$ cat config.mk
export PLATFORM = sky130hd
export DESIGN_NAME = branch_target_gen
export DESIGN_NICKNAME = d
export VERILOG_FILES = /design/src/rtl/bt_pkg.sv /design/src/rtl/bt_ctrl.sv /design/src/rtl/bt_datapath.sv /design/src/rtl/branch_target_gen.sv
export SDC_FILE = /design/constraint.sdc
export NUM_CORES = 1
export LEC_CHECK = 0
export BUFFER_PORTS_ARGS = -buffer_cell sky130_fd_sc_hd__buf_4
export CORE_ASPECT_RATIO = 0.75
export CORE_UTILIZATION = 40
export CTS_BUF_LIST = sky130_fd_sc_hd__clkbuf_2
export DETAILED_ROUTE_END_ITERATION = 6
export GPL_TIMING_DRIVEN = 0
export SLEW_MARGIN = 20
export SYNTH_ARGS = -nofsm -noshare
export SYNTH_HDL_FRONTEND = slang
export SYNTH_SLANG_ARGS = --single-unit
$ cat constraint.sdc
create_clock -name clk -period 5.53 [get_ports clk]
set_input_delay 1.106 -clock clk [delete_from_list [all_inputs] [get_ports clk]]
set_output_delay 1.106 -clock clk [all_outputs]
set_load 0.01 [all_outputs]
$ cat src/rtl/bt_pkg.sv
package bt_pkg;

  typedef enum logic [1:0] {
    KIND_SEQ = 2'b00,
    KIND_REL = 2'b01,
    KIND_ABS = 2'b10,
    KIND_EXT = 2'b11
  } branchKind_e;

  typedef struct packed {
    logic load;
    logic useSeq;
    logic useRel;
    logic useAbs;
    logic useExt;
  } btStrobe_t;

endpackage

$ cat src/rtl/bt_ctrl.sv
module bt_ctrl
  import bt_pkg::*;
(
  input  logic        inValid,
  input  logic [1:0]  kind,
  output btStrobe_t   strb
);

  branchKind_e kindE;

  always_comb begin
    kindE = branchKind_e'(kind);
    strb = '0;
    strb.load = inValid;
    unique case (kindE)
      KIND_SEQ: strb.useSeq = 1'b1;
      KIND_REL: strb.useRel = 1'b1;
      KIND_ABS: strb.useAbs = 1'b1;
      KIND_EXT: strb.useExt = 1'b1;
      default:  strb.useSeq = 1'b1;
    endcase
  end

endmodule

$ cat src/rtl/bt_datapath.sv
module bt_datapath
  import bt_pkg::*;
#(
  parameter int ADDR_W = 24,
  parameter int REGION_W = 8,
  parameter int DISP_W = 8,
  parameter int LEN_W = 3,
  parameter logic [ADDR_W-1:0] RESET_VEC = 24'hFF0000
) (
  input  logic              clk,
  input  logic              rstN,
  input  btStrobe_t         strb,
  input  logic [ADDR_W-1:0] pcIn,
  input  logic [LEN_W-1:0]  instLen,
  input  logic [ADDR_W-1:0] imm,
  output logic [ADDR_W-1:0] nextPc,
  output logic              outValid
);

  localparam int OFF_W = ADDR_W - REGION_W;
  localparam int LEN_PAD = ADDR_W - LEN_W;
  localparam int DISP_PAD = ADDR_W - DISP_W;

  logic [ADDR_W-1:0] lenExt;
  logic [ADDR_W-1:0] dispExt;
  logic [ADDR_W-1:0] seqPc;
  logic [ADDR_W-1:0] relPc;
  logic [ADDR_W-1:0] absPc;
  logic [ADDR_W-1:0] pcSel;

  assign lenExt  = {{LEN_PAD{1'b0}}, instLen};
  assign dispExt = {{DISP_PAD{imm[DISP_W-1]}}, imm[DISP_W-1:0]};

  // Full-width adders: region byte takes part in every carry and borrow.
  assign seqPc = pcIn + lenExt;
  assign relPc = seqPc + dispExt;
  assign absPc = {seqPc[ADDR_W-1:OFF_W], imm[OFF_W-1:0]};

  always_comb begin
    pcSel = seqPc;
    if (strb.useRel) pcSel = relPc;
    if (strb.useAbs) pcSel = absPc;
    if (strb.useExt) pcSel = imm;
  end

  always_ff @(posedge clk) begin
    if (!rstN) begin
      nextPc   <= RESET_VEC;
      outValid <= 1'b0;
    end else begin
      outValid <= strb.load;
      if (strb.load) nextPc <= pcSel;
    end
  end


  valid_follows_load_chk: assert property (@(posedge clk) disable iff (!rstN)
    strb.load |=> outValid);


  valid_drops_idle_chk: assert property (@(posedge clk) disable iff (!rstN)
    !strb.load |=> !outValid);


  idle_hold_chk: assert property (@(posedge clk) disable iff (!rstN)
    !strb.load |=> $stable(nextPc));


  one_kind_chk: assert property (@(posedge clk) disable iff (!rstN)
    strb.load |-> $onehot({strb.useSeq, strb.useRel, strb.useAbs, strb.useExt}));


  abs_offset_chk: assert property (@(posedge clk) disable iff (!rstN)
    (strb.load && strb.useAbs) |=> nextPc[OFF_W-1:0] == $past(imm[OFF_W-1:0]));


  ext_exact_chk: assert property (@(posedge clk) disable iff (!rstN)
    (strb.load && strb.useExt) |=> nextPc == $past(imm));

endmodule

$ cat src/rtl/branch_target_gen.sv
module branch_target_gen
  import bt_pkg::*;
#(
  parameter int ADDR_W = 24,
  parameter int REGION_W = 8,
  parameter int DISP_W = 8,
  parameter int LEN_W = 3,
  parameter logic [ADDR_W-1:0] RESET_VEC = 24'hFF0000
) (
  input  logic              clk,
  input  logic              rstN,
  input  logic              inValid,
  input  logic [ADDR_W-1:0] pcIn,
  input  logic [LEN_W-1:0]  instLen,
  input  logic [1:0]        kind,
  input  logic [ADDR_W-1:0] imm,
  output logic [ADDR_W-1:0] nextPc,
  output logic              outValid
);

  btStrobe_t strb;

  bt_ctrl u_ctrl (
    .inValid (inValid),
    .kind    (kind),
    .strb    (strb)
  );

  bt_datapath #(
    .ADDR_W    (ADDR_W),
    .REGION_W  (REGION_W),
    .DISP_W    (DISP_W),
    .LEN_W     (LEN_W),
    .RESET_VEC (RESET_VEC)
  ) u_dp (
    .clk      (clk),
    .rstN     (rstN),
    .strb     (strb),
    .pcIn     (pcIn),
    .instLen  (instLen),
    .imm      (imm),
    .nextPc   (nextPc),
    .outValid (outValid)
  );

endmodule

==> results of run 1 <==
path summary, 6_finish.rpt:
kind	to	depth (start not counted)	slack, ps	startpoint
worst max-delay path	u_dp.nextPc[16]	15	690	pcIn[1]
worst min-delay path	u_dp.nextPc[7]	2	460	u_dp.nextPc[7]
worst max register to register	u_dp.nextPc[23]	4	4420	u_dp.nextPc[23]
worst min register to register	u_dp.nextPc[7]	2	460	u_dp.nextPc[7]
flip-flops by register name, summed over array words and instances (netlist names):
name / flops
u_dp.nextPc: 24
u_dp.outValid: 1
cells in the mapped netlist (11+ instances only):
| cell type | n |
|---|---|
| a21o_1 | 17 |
| a21oi_1 | 30 |
| and3_1 | 11 |
| clkbuf_1 | 13 |
| dfxtp_1 | 25 |
| ha_1 | 28 |
| nand2_1 | 46 |
| nand4_1 | 12 |
| nor2_1 | 31 |
| o21ai_0 | 32 |
| xnor2_1 | 18 |
| xor2_1 | 16 |
per-layer routing:
| metal | wire length (um) | GRT usage | vias to the layer above |
|---|---|---|---|
| li1 | - | - | 1695 |
| met4 | 165 | 0.0586 | 0 |
| met5 | 0 | 0 | - |
| met1 | 5280 | 0.422 | 1606 |
| met3 | 744 | 0.0279 | 10 |
| met2 | 4490 | 0.399 | 142 |
power groups by stage:
stage / Clock, W / Sequential, W / Combinational (W)
floorplan: 0 / 0.000215 / 0.000211
global placement: 0 / 0.000208 / 0.000336
detailed placement: 0 / 0.000208 / 0.000339
CTS: 0.0000921 / 0.000205 / 0.000341
global route: 0.0000978 / 0.000208 / 0.000379
finish: 0.0000885 / 0.000205 / 0.000345
logic make-up after synthesis:
| group | Yosys count |
|---|---|
| buffers and inverters | 27 |
| flip-flops | 25 |
| multiplexers | 7 |
| AO/OA/AOI/OAI | 142 |
| XOR/XNOR | 34 |
| adder cells (fa/ha/maj) | 30 |
| AND/OR/NAND/NOR | 141 |
worst max-delay path: stages:
cell and delay (ps):
buf_4 120, ha_1 290, a21o_1 200, a21oi_1 590
nor2_1 340, and3_1 290, xor2_1 160, ha_1 380
nand4_1 140, a21oi_1 70, nor3_2 360, a21oi_1 150
or4_1 490, a21o_1 210, a221o_1 290
through the flow:
stage | cells | utilization
final | 589 | 0.513
after detailed placement | 585 | 0.510
after global placement | 585 | 0.510
after CTS | 589 | 0.513
after floorplan | 406 | -
after global routing | 589 | 0.513
area by class of cell:
type	count	area, um^2
plain buffers	15	63.8
clock inverters	1	7.51
clock buffers	3	15.0
repair buffers	78	586
fillers	762	3570
inverters	12	45.0
well taps	101	126
flip-flops and latches	25	500
multi-input cells	354	2420
==> flow_summary.toml, run 1 <==
[route]
via_count = 3453
drtIter0Drc = 247
drc = 0
wl_um = 10700
avgRoutedWirePerCell_um = 18.1
via_per_inst = 5.86
dr.pass1.iters = 5
drtAntennaViolNets = 0

[final_layout]
final_area_um2 = 3760
nNetsFinal = 575
layout_commonest_cell = "buf_4"
syn2layout_area_growth_pct = 24.3
diodes = 0
final_cell_mix = "buf_4 (78), nand2_1 (46), o21ai_0 (32)"
layout-drive-gt1-share = 0.191

[cts]
ctsResizeCount = 0
holdBufCountCts = 0
cts-root-buf = "clkbuf_2"
cts_buffer_depth = 2
clk_latency_ps = 400
postCtsSetupRepairBufs = 0
cts_tree = "done"
numCtsBuffers = 3
htreeDepth = 1
cts_sinks = 25
clk_pin_slew_ps = 310

[floorplan]
rows = 27
num_io_pins = 81
die_area_um2 = 7920
start_util = 0.413
die_h_um = 77.3
fp.coreArea_um2 = 7330
die_width_um = 102

[synth]
synth_area_per_cell_um2 = 7.45
synth_seq_area_share = 0.165
synthArstFlopShare = 0
synthMuxAreaShare = 0.0232
synth_edf_count = 0
synth_top_area_frac = 0.165
yosys.area_share.simple = 0.232
synthAdderAreaFrac = 0.129
ys.flop_type = "dfxtp_1"
synth_xor_area_frac = 0.0984
synth_area_leaders = "dfxtp_1 (17%), ha_1 (12%), nand2_1 (5.7%)"
synth-compound-area-share = 0.316
synth-seq-cells = 25
syn_inst = 406
synth_top_area_cell = "dfxtp_1"
synth_nets = 492
synth.distinct_cells = 62
synth_top_family_by_area = "compound AO/OA/AOI/OAI gates"
yosys_warnings = 0
netlist_area_um2 = 3030

[sta]
finalSetupTns_ps = 0
fin_crit_ps = 4840
hold_viol = 0
fin_crit_sh = 0.875
slew_headroom = 0.329
fin_skew_ps = 0
fin_ws_ps = 693
setup_viol_count_final = 0
worstMarginPinSlew_ps = 1000
slew_violations = 0
rsz0062_at_grt = "no"
whs_ps = 465
max_freq_mhz = 207

[min_path]
min_path_type = "register to register"

[power_and_ir_drop]
share_comb_of_total_power = 0.541
switching_power_w = 0.000273
p_seq_frac = 0.321
power_frac_clock = 0.138
vdd_drop_max_uv = 91.7
p_leak_nw = 1.68
p_int_w = 0.000366
finalPower_w = 0.000639
netSwitchingFraction = 0.428
powerDensity_nw_per_um2 = 170

[place]
portBuffers = 78
gp_congestion = 0.932
post-dp-hpwl_um = 8290
placedInstanceArea_um2 = 3740
place_ws_ps = 291

[critical_path]
endpoint_kind = "register"
cp.arrival_ps = 5180
startpoint_type = "primary input"
critPathKind = "primary input to register"
crit_path_max_fanout = 8
critPathRequiredTime_ps = 5870

[global_route]
grt_start_max_net_pins = 23
grt_usage = 0.273
antenna_found_initial = 0
grt_pass1_vias = 3091
overflow = 0
grt_pass1_wl_um = 16600

[flow_run]
cap_violations = 0

[outcome]
status = "finished, final reports clean"
No activity file was read; power rests on OpenSTA's default activity.
==> inputs of run 2 (changes only) <==
--- a/config.mk
+++ b/config.mk
@@ -5,13 +5,14 @@
 export SDC_FILE = /design/constraint.sdc
 export NUM_CORES = 1
 export LEC_CHECK = 0
+export ABC_AREA = 1
 export BUFFER_PORTS_ARGS = -buffer_cell sky130_fd_sc_hd__buf_4
 export CORE_ASPECT_RATIO = 0.75
-export CORE_UTILIZATION = 40
+export CORE_UTILIZATION = 46
 export CTS_BUF_LIST = sky130_fd_sc_hd__clkbuf_2
 export DETAILED_ROUTE_END_ITERATION = 6
 export GPL_TIMING_DRIVEN = 0
-export SLEW_MARGIN = 20
+export PLACE_DENSITY = 0.7
 export SYNTH_ARGS = -nofsm -noshare
 export SYNTH_HDL_FRONTEND = slang
 export SYNTH_SLANG_ARGS = --single-unit
==> run 2 against run 1 <==
  * First-iteration DRC count grew 47%
  * Non-clock buffer count shrank 5
  * Critical path depth grew 7
  * Global-route usage grew 2.2 points
  * Sequential power is essentially flat
  * Maximum frequency grew 22%
  * Setup slack gained 870 ps
  * Critical path type unchanged
  * Largest power group unchanged
==> flow_summary.toml, run 2 <==
[outcome]
status = "finished, final reports clean"

[sta]
slew_headroom = 0.567
fin_crit_ps = 3970
fin_ws_ps = 1560
hold_viol = 0
worstMarginPinSlew_ps = 649
setup_viol_count_final = 0
fin_skew_ps = 0
rsz0062_at_grt = "no"
finalSetupTns_ps = 0
max_freq_mhz = 252
slew_violations = 0
fin_crit_sh = 0.718
whs_ps = 516

[power_and_ir_drop]
vdd_drop_max_uv = 78.4
p_leak_nw = 2.25
powerDensity_nw_per_um2 = 151

[route]
dr.pass1.iters = 5
drc = 0
drtIter0Drc = 362
via_count = 4189
drtAntennaViolNets = 0
via_per_inst = 5.17
wl_um = 11500
avgRoutedWirePerCell_um = 14.2

[synth]
synth_nets = 713
ys.flop_type = "dfxtp_1"
synth.distinct_cells = 37
synth_area_leaders = "nand2_1 (21%), dfxtp_1 (14%), inv_1 (10%)"
synth_common_cells = "nand2_1 (198), inv_1 (95), a21oi_1 (59)"
synth_top_area_cell = "nand2_1"
synth_top_area_frac = 0.212
yosysMostFrequentCell = "nand2_1"
syn_inst = 627
netlist_area_um2 = 3510
synth-seq-cells = 25
synthArstFlopShare = 0
synth_area_per_cell_um2 = 5.60
yosys_warnings = 0
synth_edf_count = 0
synth_seq_area_share = 0.143

[final_layout]
largest_reg_flops = 24
nNetsFinal = 796
reg_top3 = "u_dp.nextPc (24), u_dp.outValid (1)"
layout_commonest_cell = "nand2_1"
syn2layout_area_growth_pct = 20.9
layout-drive-gt1-share = 0.154
final_cells = 810
final_cell_mix = "nand2_1 (198), inv_1 (95), buf_4 (79)"
diodes = 0
regMostFlops = "u_dp.nextPc"

[cts]
cts_sinks = 25
holdBufCountCts = 0
ctsResizeCount = 0
cts-root-buf = "clkbuf_2"
cts_tree = "done"
numCtsBuffers = 3
postCtsSetupRepairBufs = 0
cts_buffer_depth = 2
clk_pin_slew_ps = 250
clk_latency_ps = 380
htreeDepth = 1

[critical_path]
startpoint_type = "primary input"
crit_path_max_fanout = 5
critPathKind = "primary input to register"
critPathRequiredTime_ps = 5840
r2r_cells = 2
cp.arrival_ps = 4270
endpoint_kind = "register"

[place]
gp_congestion = 0.962
place_ws_ps = 1220
post-dp-hpwl_um = 9740
place_inst = 806
portBuffers = 78

[flow_run]
cap_violations = 0

[global_route]
grt_start_max_net_pins = 22
overflow = 0
antenna_found_initial = 0
grt_pass1_vias = 3667
grt_usage = 0.295
grt_pass1_wl_um = 18200

[floorplan]
die_area_um2 = 7990
die_h_um = 77.7
num_io_pins = 81
start_util = 0.477
fp.coreArea_um2 = 7360
die_width_um = 103
rows = 27

[min_path]
min_path_type = "register to register"
holdPathStages = 2
-- run 2: changes by cell type in the layout (fill, tap and decap cells not counted), moves of 16 or more --
cell     delta
a21oi_1    +29
nand3_1    +37
xnor2_1    -16
nand2_1   +152
inv_1      +85
a21o_1     -17
nor2_1     +19
-- run 2: layout make-up --
type / instances / area, um^2
fillers: 794 / 3120
multi-input cells: 496 / 2590
flip-flops and latches: 25 / 500
plain buffers: 10 / 57.6
clock inverters: 1 / 7.51
clock buffers: 3 / 15.0
well taps: 101 / 126
inverters: 96 / 360
repair buffers: 78 / 586
-- run 2: power by group --
part / total (W) / switching [W] / internal, W
Sequential: 0.000203 / 0.00000752 / 0.000196
Combinational: 0.000359 / 0.000218 / 0.000141
Clock: 0.0000804 / 0.0000636 / 0.0000167
Total: 0.000643 / 0.000289 / 0.000353
-- run 2: routing by layer --
layer	track usage	up-vias	wire, um
met3	0.0432	4	754
met4	0.0211	0	44
met5	0	-	0
li1	-	2194	-
met1	0.429	1845	5740
met2	0.475	146	4940
-- run 2: path summary, 6_finish.rpt --
kind / from / endpoint / slack, ps
worst min-delay path: u_dp.nextPc[22] / u_dp.nextPc[22] / 520
worst min register to register: u_dp.nextPc[22] / u_dp.nextPc[22] / 520
worst max register to register: u_dp.nextPc[6] / u_dp.nextPc[6] / 4830
worst max-delay path: pcIn[0] / u_dp.nextPc[21] / 1560
-- run 2: stage by stage --
stage / total power, W / instance area [um^2] / utilization
floorplan: 0.000432 / 3510 / -
global placement: 0.000554 / 4220 / 0.574
detailed placement: 0.000559 / 4220 / 0.574
CTS: 0.000642 / 4250 / 0.577
global route: 0.000696 / 4250 / 0.577
finish: 0.000643 / 4250 / 0.577
-- run 2: critical path, cell delays in order --
cell,delay (ps)
buf_4,110
ha_1,210
fa_1,400
nand2_1,70
nand2_1,70
nand2_1,150
inv_2,90
nand3_1,190
nor2_1,80
xor2_1,380
ha_1,290
nand2_1,100
inv_1,80
nand2_1,110
nor3_1,240
nand3_1,180
nand3_1,120
nand2_1,50
nand3_1,90
nand2_1,60
nand2_1,50
nand2_1,50
-- run 2: logic make-up (layout without fill, tap and decap cells) --
logic type               Yosys count  after routing  synth area share
AO/OA/AOI/OAI                    112            112             0.174
buffers and inverters            106            188             0.119
flip-flops                        25             25             0.143
adder cells (fa/ha/maj)           30             30             0.111
XOR/XNOR                          14             14            0.0371
AND/OR/NAND/NOR                  340            340             0.416
==> inputs of run 3 (changes only) <==
--- a/config.mk
+++ b/config.mk
@@ -12,7 +12,7 @@
 export CTS_BUF_LIST = sky130_fd_sc_hd__clkbuf_2
 export DETAILED_ROUTE_END_ITERATION = 6
 export GPL_TIMING_DRIVEN = 0
-export PLACE_DENSITY = 0.7
+export PLACE_DENSITY = 0.73
 export SYNTH_ARGS = -nofsm -noshare
 export SYNTH_HDL_FRONTEND = slang
 export SYNTH_SLANG_ARGS = --single-unit
==> constraint.sdc (replaced) <==
create_clock -name clk -period 3.5 [get_ports clk]
set_input_delay 0.7 -clock clk [delete_from_list [all_inputs] [get_ports clk]]
set_output_delay 0.7 -clock clk [all_outputs]
set_load 0.01 [all_outputs]
==> run 3 against run 2 <==
  * Clock skew did not move
  * Global-route usage fell by 0.33 points
  * Wire length rose by 0.13%
  * Via count rose by 1.1%
  * Die area did not move
  * Critical path type unchanged
==> flow_summary.toml, run 3 (synthesis gave the netlist of run 2 again) <==
[sta]
rsz0062_at_grt = "no"
slew_headroom = 0.585
max_freq_mhz = 297
fin_crit_sh = 0.961
fin_crit_ps = 3360
fin_ws_ps = 135
slew_violations = 0
setup_viol_count_final = 0
hold_viol = 0
finalSetupTns_ps = 0
fin_skew_ps = 0
worstMarginPinSlew_ps = 623

[route]
via_per_inst = 5.23
wl_um = 11500
drtAntennaViolNets = 0
via_count = 4233
avgRoutedWirePerCell_um = 14.2
drc = 0
drtIter0Drc = 278
dr.pass1.iters = 4

[power_and_ir_drop]
vdd_drop_max_uv = 141
p_leak_nw = 2.26
powerDensity_nw_per_um2 = 238

[final_layout]
fillers = 760
largest_reg_flops = 24
final_cell_mix = "nand2_1 (195), inv_1 (95), buf_4 (79)"
syn2layout_area_growth_pct = 23.3
final_core_util = 0.588
layout-drive-gt1-share = 0.175
diodes = 0
regMostFlops = "u_dp.nextPc"
reg_top3 = "u_dp.nextPc (24), u_dp.outValid (1)"
layout_commonest_cell = "nand2_1"
nNetsFinal = 796
final_cells = 810

[floorplan]
start_util = 0.477
die_h_um = 77.7
die_area_um2 = 7990
die_width_um = 103
fp.coreArea_um2 = 7360
rows = 27
num_io_pins = 81

[cts]
numCtsBuffers = 3
clk_latency_ps = 370
cts_tree = "done"
postCtsSetupRepairBufs = 0
clk_pin_slew_ps = 270
cts_sinks = 25
htreeDepth = 1
cts_buffer_depth = 2
cts-root-buf = "clkbuf_2"

[critical_path]
setup.worst_path.start = "pcIn[2]"
startpoint_type = "primary input"
endpoint_kind = "register"
cp.arrival_ps = 3660
r2r_start = "u_dp.nextPc[12]"
crit_path_max_fanout = 5
critPathKind = "primary input to register"
critPathRequiredTime_ps = 3800

[flow_run]
cap_violations = 0

[global_route]
grt_pass1_wl_um = 17900
grt.busiest_layer = "met2"
met1_usage = 0.432
overflow = 0
met3_usage = 0.0360
grt_pass1_vias = 3684
antenna_found_initial = 0
met2_usage = 0.447
grt_start_max_net_pins = 22
grt_usage = 0.292

[place]
place_inst = 806
place_ws_ps = -384
gp_congestion = 0.942
portBuffers = 78
post-dp-hpwl_um = 9670

[min_path]
hold_start = "u_dp.nextPc[5]"
min_path_type = "register to register"

[outcome]
status = "finished, final reports clean"
## run 3: cell counts in the layout (fill, tap and decap cells not counted)
Identical to the previous run, type by type.
## run 3: final timing paths
| kind | to | slack [ps] | cells after the start |
|---|---|---|---|
| min reg2reg | u_dp.nextPc[5] | 520 | 2 |
| max reg2reg | u_dp.nextPc[12] | 2820 | 2 |
| min | u_dp.nextPc[5] | 520 | 2 |
| max | u_dp.nextPc[12] | 140 | 17 |
## run 3: metrics by stage
stage | power, W | hold slack [ps] | area [um^2]
floorplan | 0.000683 | 512 | 3510
CTS | 0.00101 | 523 | 4250
global route | 0.00112 | 557 | 4330
global placement | 0.000875 | 457 | 4220
finish | 0.00103 | 521 | 4330
detailed placement | 0.000884 | 462 | 4220
## run 3: cell type report
class,count,area (um^2),share of cell area
plain buffers,10,57.6,0.0133
inverters,96,360,0.0832
clock buffers,3,15.0,0.00347
multi-input cells,496,2680,0.618
flip-flops and latches,25,500,0.116
well taps,101,126,0.0292
repair buffers,78,586,0.135
clock inverters,1,7.51,0.00173
## run 3: worst max-delay path, cell delays in order
cell and delay, ps:
buf_4 110, ha_1 330, nand2_1 60, nor2_1 130, nor2_2 100, nor3_2 300
xor2_1 180, inv_1 80, ha_1 330, a21oi_1 390, nor2_1 80, nor2_1 110
nand2_1 150, nand2_1 100, nand2_1 70, o21ai_0 320, a21oi_1 110
## run 3: metal layers
metal  part of all wire  vias to the layer above  routed length [um]
met5                  0                        -                   0
met1               0.51                     1874                5880
met3              0.062                       15                 710
li1                   -                     2195                   -
met4              0.018                        0                 206
met2               0.41                      149                4700
## run 3: repair_timing
action                     in CTS  in global routing
setup endpoints to repair       0                 11
hold endpoints to repair        0                  0
hold buffers                    0                  0
resized for setup               0                 19
## run 3: power breakdown
part           internal [W]  total (W)  leakage, nW  switching (W)
Clock             0.0000265   0.000127       0.0126       0.000100
Combinational      0.000229   0.000583         2.04       0.000354
Sequential         0.000309   0.000320        0.208      0.0000114
